**src/rtl/regwin_bridge.sv**
```systemverilog
module regwin_bridge #(
  parameter logic [31:0] ID_VALUE = 32'h5EB1_0001
) (
  input  logic        clk,
  input  logic        rst_n,
  input  logic        host_wr,
  input  logic [4:0]  host_addr,
  input  logic [31:0] host_wdata,
  output logic [31:0] host_rdata,
  output logic        sub_req,
  output logic        sub_we,
  output logic [7:0]  sub_addr,
  output logic [7:0]  sub_wdata,
  input  logic [7:0]  sub_rdata,
  input  logic        sub_ack,
  input  logic        sub_irq,
  output logic        irq
);
  localparam logic [4:0] OFS_ID = 5'h00, OFS_CMD = 5'h04, OFS_LO = 5'h08,
                         OFS_HI = 5'h0C, OFS_EN = 5'h10, OFS_FLG = 5'h14;

  logic        busy_q, dir_q, size_q;
  logic [7:0]  addr_q;
  logic [3:0]  lbe_q, ube_q;
  logic [31:0] lo_q, hi_q;
  logic [1:0]  en_q, flg_q;

  wire wr_cmd = host_wr && host_addr == OFS_CMD;
  wire wr_lo  = host_wr && host_addr == OFS_LO;
  wire wr_hi  = host_wr && host_addr == OFS_HI;
  wire wr_en  = host_wr && host_addr == OFS_EN;
  wire wr_flg = host_wr && host_addr == OFS_FLG;
  wire done   = busy_q && sub_ack;
  wire launch = !busy_q && ((wr_cmd && host_wdata[24]) || (wr_lo && !dir_q));

  always_ff @(posedge clk or negedge rst_n) begin
    if (!rst_n) begin
      busy_q <= 1'b0; dir_q <= 1'b0; size_q <= 1'b0; addr_q <= '0;
      lbe_q <= '0; ube_q <= '0; lo_q <= '0; hi_q <= '0; en_q <= '0; flg_q <= '0;
    end else begin
      if (wr_cmd && !busy_q) begin
        addr_q <= host_wdata[7:0];
        lbe_q  <= host_wdata[19:16];
        ube_q  <= host_wdata[23:20];
        dir_q  <= host_wdata[24];
        size_q <= host_wdata[25];
      end
      if (wr_lo && !busy_q) lo_q <= host_wdata;
      else if (done && dir_q) lo_q <= {24'h0, sub_rdata};
      if (wr_hi && !busy_q) hi_q <= host_wdata;
      if (wr_en) en_q <= host_wdata[1:0];
      flg_q <= (flg_q & ~(wr_flg ? host_wdata[1:0] : 2'b00)) | {sub_irq, done};
      if (launch) busy_q <= 1'b1;
      else if (done) busy_q <= 1'b0;
    end
  end

  always_comb begin
    casez (lbe_q)
      4'b???1: sub_wdata = lo_q[7:0];
      4'b??10: sub_wdata = lo_q[15:8];
      4'b?100: sub_wdata = lo_q[23:16];
      4'b1000: sub_wdata = lo_q[31:24];
      default: sub_wdata = lo_q[7:0];
    endcase
  end

  always_comb begin
    case (host_addr)
      OFS_ID:  host_rdata = ID_VALUE;
      OFS_CMD: host_rdata = {busy_q, 5'h0, size_q, dir_q, ube_q, lbe_q, 8'h0, addr_q};
      OFS_LO:  host_rdata = lo_q;
      OFS_HI:  host_rdata = hi_q;
      OFS_EN:  host_rdata = {30'h0, en_q};
      OFS_FLG: host_rdata = {30'h0, flg_q};
      default: host_rdata = 32'h0;
    endcase
  end

  assign sub_req  = busy_q;
  assign sub_we   = !dir_q;
  assign sub_addr = addr_q;
  assign irq      = |(flg_q & en_q);
endmodule

```
**config.mk**
```make
export PLATFORM = sky130hd
export DESIGN_NAME = regwin_bridge
export DESIGN_NICKNAME = d
export VERILOG_FILES = /design/src/rtl/regwin_bridge.sv
export SDC_FILE = /design/constraint.sdc
export NUM_CORES = 1
export LEC_CHECK = 0
export ABC_AREA = 1
export ABC_CLOCK_PERIOD_IN_PS = 1850
export BUFFER_PORTS_ARGS = -buffer_cell sky130_fd_sc_hd__buf_4
export CORE_ASPECT_RATIO = 0.9
export CORE_MARGIN = 4
export CORE_UTILIZATION = 45
export DETAILED_ROUTE_END_ITERATION = 10
export PLACE_DENSITY = 0.81
export SLEW_MARGIN = 20
export SYNTH_ARGS = -nofsm -noshare
export SYNTH_HDL_FRONTEND = slang
export SYNTH_SLANG_ARGS = --single-unit
```
**constraint.sdc**
```tcl
create_clock -name clk -period 1.85 [get_ports clk]
set_clock_uncertainty 0.2 [all_clocks]
set_input_delay 0.0925 -clock clk [delete_from_list [all_inputs] [get_ports clk]]
set_output_delay 0.0925 -clock clk [all_outputs]
set_load 0.02 [all_outputs]
```
==> metrics.md <==
| Metric | Value |
|---|---|
| Pin count of the biggest net entering global routing | 65 |
| Slew @ Worst Pin | 0.5412 ns |
| CTS tree | built |
| Ys Warns | 0 |
| Post-synthesis sequential area ratio | 49.56% |
| Placer Congestion | 0.8925 |
| Final wirelength | 13200 um |
| Multi-input logic area | 1878 sq um |
| Maximum clock path buffer count | 2 |
| Setup Viol. Count Final | 1 |
| First-pass GRT wire length | 21450 um |
| R2r worst-path depth | 5 |
| Per-cell routed wire length | 15.94 um |
| Syn nets | 605 |
| Gr usage total | 23.23% |
| DRT antenna net count | 0 |
| CP endpoint kind | output pin |
| Synthesized cell area | 4393 sq um |
| TritonCTS Sinks | 87 |
| Num rows | 33 |
| Placed cell count | 764 |
| Worst path depth | 7 |
| Slew headroom | 63.92% |
| Pwr/cell area | 1056 nW/um^2 |
| Pleak | 3.072 nW |
| Max cap viols | 0 |
| Sw frac | 34.65% |
| Min Clock Period, post-route | 1.854 ns |
| Root Buffer | clkbuf_8 |
| Mean post-synth cell area | 7.915 sq um |
| Synth Register Bits | 87 |
| IO buf count | 100 |
| Outcome | finished with violations |
| Number of inserted diodes | 0 |
| H-tree depth | 3 |
| Pre-antenna DRT Iters | 6 |
| Vias/cell | 5.357 |
| Crit-path leading delay family | simple AND/OR/NAND/NOR gates |
| Die X-Extent | 112.2 um |
| Total CTS buffers | 9 |
| Initial antenna violation count | 0 |
| Seq. cell area | 2180 sq um |
| Drt drc | 0 |
| Synth cell types | 23 |
| Final #Nets | 751 |
| Total number of vias | 4436 |
| Post-DP HPWL | 9047 um |
| Critical Path Fanout Max | 8 |
| Fin crit share | 100.2% |
| Core area | 9331 sq um |
| Worst skew pair latency | 0.35 ns |
| Post-Layout Cell Count | 828 |
| Final hold viol count | 0 |
| Fin. max-slew vios | 0 |
| Fillers | 770 |
| Vias in the first global route | 4295 |
| DRT iter0 DRCs | 407 |
| Crit path top cell by count | nand2_1 |
| Worst hold path class | in2reg |
| Worst path bufs/invs | 2 |
| Cell-by-cell trace of the critical path | nor2_1 -> nand2_1 -> nand2_1 -> inv_2 -> nand2_1 -> nand4_1 -> buf_6 |
| Sequential Power Share | 45.8% |
| Post-layout power | 6.380 mW |
| Setup ws final | -0.004106 ns |
| RSZ-0062 raised after global routing | true |
| Die Y | 101.7 um |
| I/O pin count | 101 |
| CP required | 1.56 ns |
| CP max stage delay | 0.42 ns |
| CP max-delay cell | dfrtp_1 |
| Internal power | 4.169 mW |
| Crit path DAT | 1.56 ns |
| Grt total ovfl | 0 |
| Critical Setup Path Class | reg2out |
| Worst setup SP type | register |
| Comb pwr share | 30.0% |
| Effective utilization at floorplan | 47.08% |
| Failing checks | setup timing |
| Syn-to-layout area delta | 37.48% |
| Die ar. | 11410 sq um |
| CTS clk-pin slew, worst paths | 0.08 ns |
| Post-Syn Instances | 555 |
| Max Fclk | 0.5393 GHz |
| Hold_ws | 0.02790 ns |
| NetSw | 2.211 mW |
| Worst vdd ir | 0.0006648 V |
| Hold Path Cell Cnt | 7 |
| Share of layout cells above drive strength 1 | 23.65% |
| Power share of the clock group | 24.3% |
==> flip-flops by register name (all words and copies together), names as in the netlist <==
signal    flops
hi_q         32
size_q        1
flg_q         2
sub_addr      8
lo_q         32
en_q          2
lbe_q         4
dir_q         1
sub_req       1
ube_q         4
==> metal layers <==
metal	share of wire [%]	vias to the layer above	track usage (%)
li1	-	2110	-
met1	43	2077	32.47
met2	47	229	37.93
met3	8.2	20	4.421
met4	1.6	0	5.545
met5	0	-	0
==> cells by family (layout without fill, tap and decap cells) <==
family | Yosys count | after routing | synth area share, %
AO/OA/AOI/OAI | 82 | 82 | 11.08
buffers and inverters | 78 | 229 | 8.373
flip-flops | 87 | 87 | 49.56
AND/OR/NAND/NOR | 308 | 308 | 30.99
==> synth_stat cells, drive strengths merged <==
| cell type | count | area (sq um) |
|---|---|---|
| a22o | 1 | 8.760 |
| buf | 24 | 165.1 |
| clkbuf | 4 | 15.01 |
| dfrtp | 87 | 2177 |
| inv | 50 | 187.7 |
| nand2 | 195 | 757.0 |
| nand3 | 73 | 365.4 |
| nand4 | 21 | 131.4 |
| nor2 | 18 | 102.6 |
| nor3 | 1 | 5.000 |
| o211ai | 5 | 37.54 |
| o21a | 2 | 15.01 |
| o21ai | 73 | 417.9 |
| o21bai | 1 | 7.510 |
==> repair_timing <==
| item | 4_1_cts | 5_1_grt |
|---|---|---|
| gates resized for setup | 4 | 9 |
| buffers inserted | 1 | 1 |
| hold buffers | 46 | 0 |
| setup endpoints to repair | 8 | 8 |
| pin swaps | 0 | 1 |
| endpoints found under the hold margin | 174 | 0 |
==> placed cells by master, fill, tap and decap left out, types with 3 or more instances in the layout <==
master / synthesis / layout
buf_12: 0 / 4
buf_4: 3 / 110
buf_6: 6 / 3
clkbuf_8: 0 / 12
dfrtp_1: 87 / 85
dlygate4sd3_1: 0 / 46
inv_1: 49 / 48
nand2_1: 191 / 189
nand2_2: 1 / 3
nand2_4: 3 / 3
nand3_1: 73 / 72
nand4_1: 21 / 21
nor2_1: 12 / 10
nor2_4: 4 / 6
o211ai_1: 5 / 5
o21ai_0: 10 / 10
o21ai_1: 49 / 49
o21ai_2: 14 / 14
==> area by class of cell <==
class,instances,area share (%)
Clock buffer,12,2.735
Clock inverter,4,1.264
Inverter,50,3.108
Multi-Input combinational cell,390,31.10
Sequential cell,87,36.09
Tap cell,122,2.527
Timing Repair Buffer,163,23.18
==> power by group through the flow <==
| stage | logic, mW | clock network [mW] | registers (mW) |
|---|---|---|---|
| 2_1_floorplan | 1.00 | 0 | 2.83 |
| 6_report | 1.91 | 1.55 | 2.92 |
| 4_1_cts | 1.85 | 1.57 | 2.89 |
| 3_3_place_gp | 1.68 | 0 | 2.89 |
| 3_5_place_dp | 1.74 | 0 | 2.92 |
| 5_1_grt | 2.10 | 1.65 | 2.98 |
==> final timing paths <==
path	slack, ns	startpoint	end
min in group asynchronous	0.51	rst_n	flg_q[1]
worst max register to register	0.18	sub_req	lo_q[17]
worst min-delay path	0.03	host_wr	sub_req
max in group asynchronous	0.28	rst_n	lbe_q[0]
worst min register to register	0.29	hi_q[31]	hi_q[31]
worst max-delay path	-0.004	lbe_q[2]	sub_wdata[7]
==> metrics by stage <==
| stage | setup WS (ns) | util [%] | cell area, sq um | TNS, ns |
|---|---|---|---|---|
| 2_1_floorplan | 0.2726 | - | 4393 | 0 |
| 3_3_place_gp | 0.2397 | 56.62 | 5284 | 0 |
| 3_5_place_dp | 0.2101 | 56.62 | 5284 | 0 |
| 4_1_cts | 0.01157 | 64.29 | 6000 | 0 |
| 5_1_grt | -0.04777 | 64.72 | 6040 | -0.2525 |
| 6_report | -0.004106 | 64.72 | 6040 | -0.004106 |
==> worst register-to-register path, delay by kind of cell (launching register included) <==
kind | cells | cell delay [ns]
simple gates | 3 | 0.50
buf+inv | 1 | 0.30
flops | 1 | 0.45
compound gates | 1 | 0.09
Power figures use the tool's default switching activity.
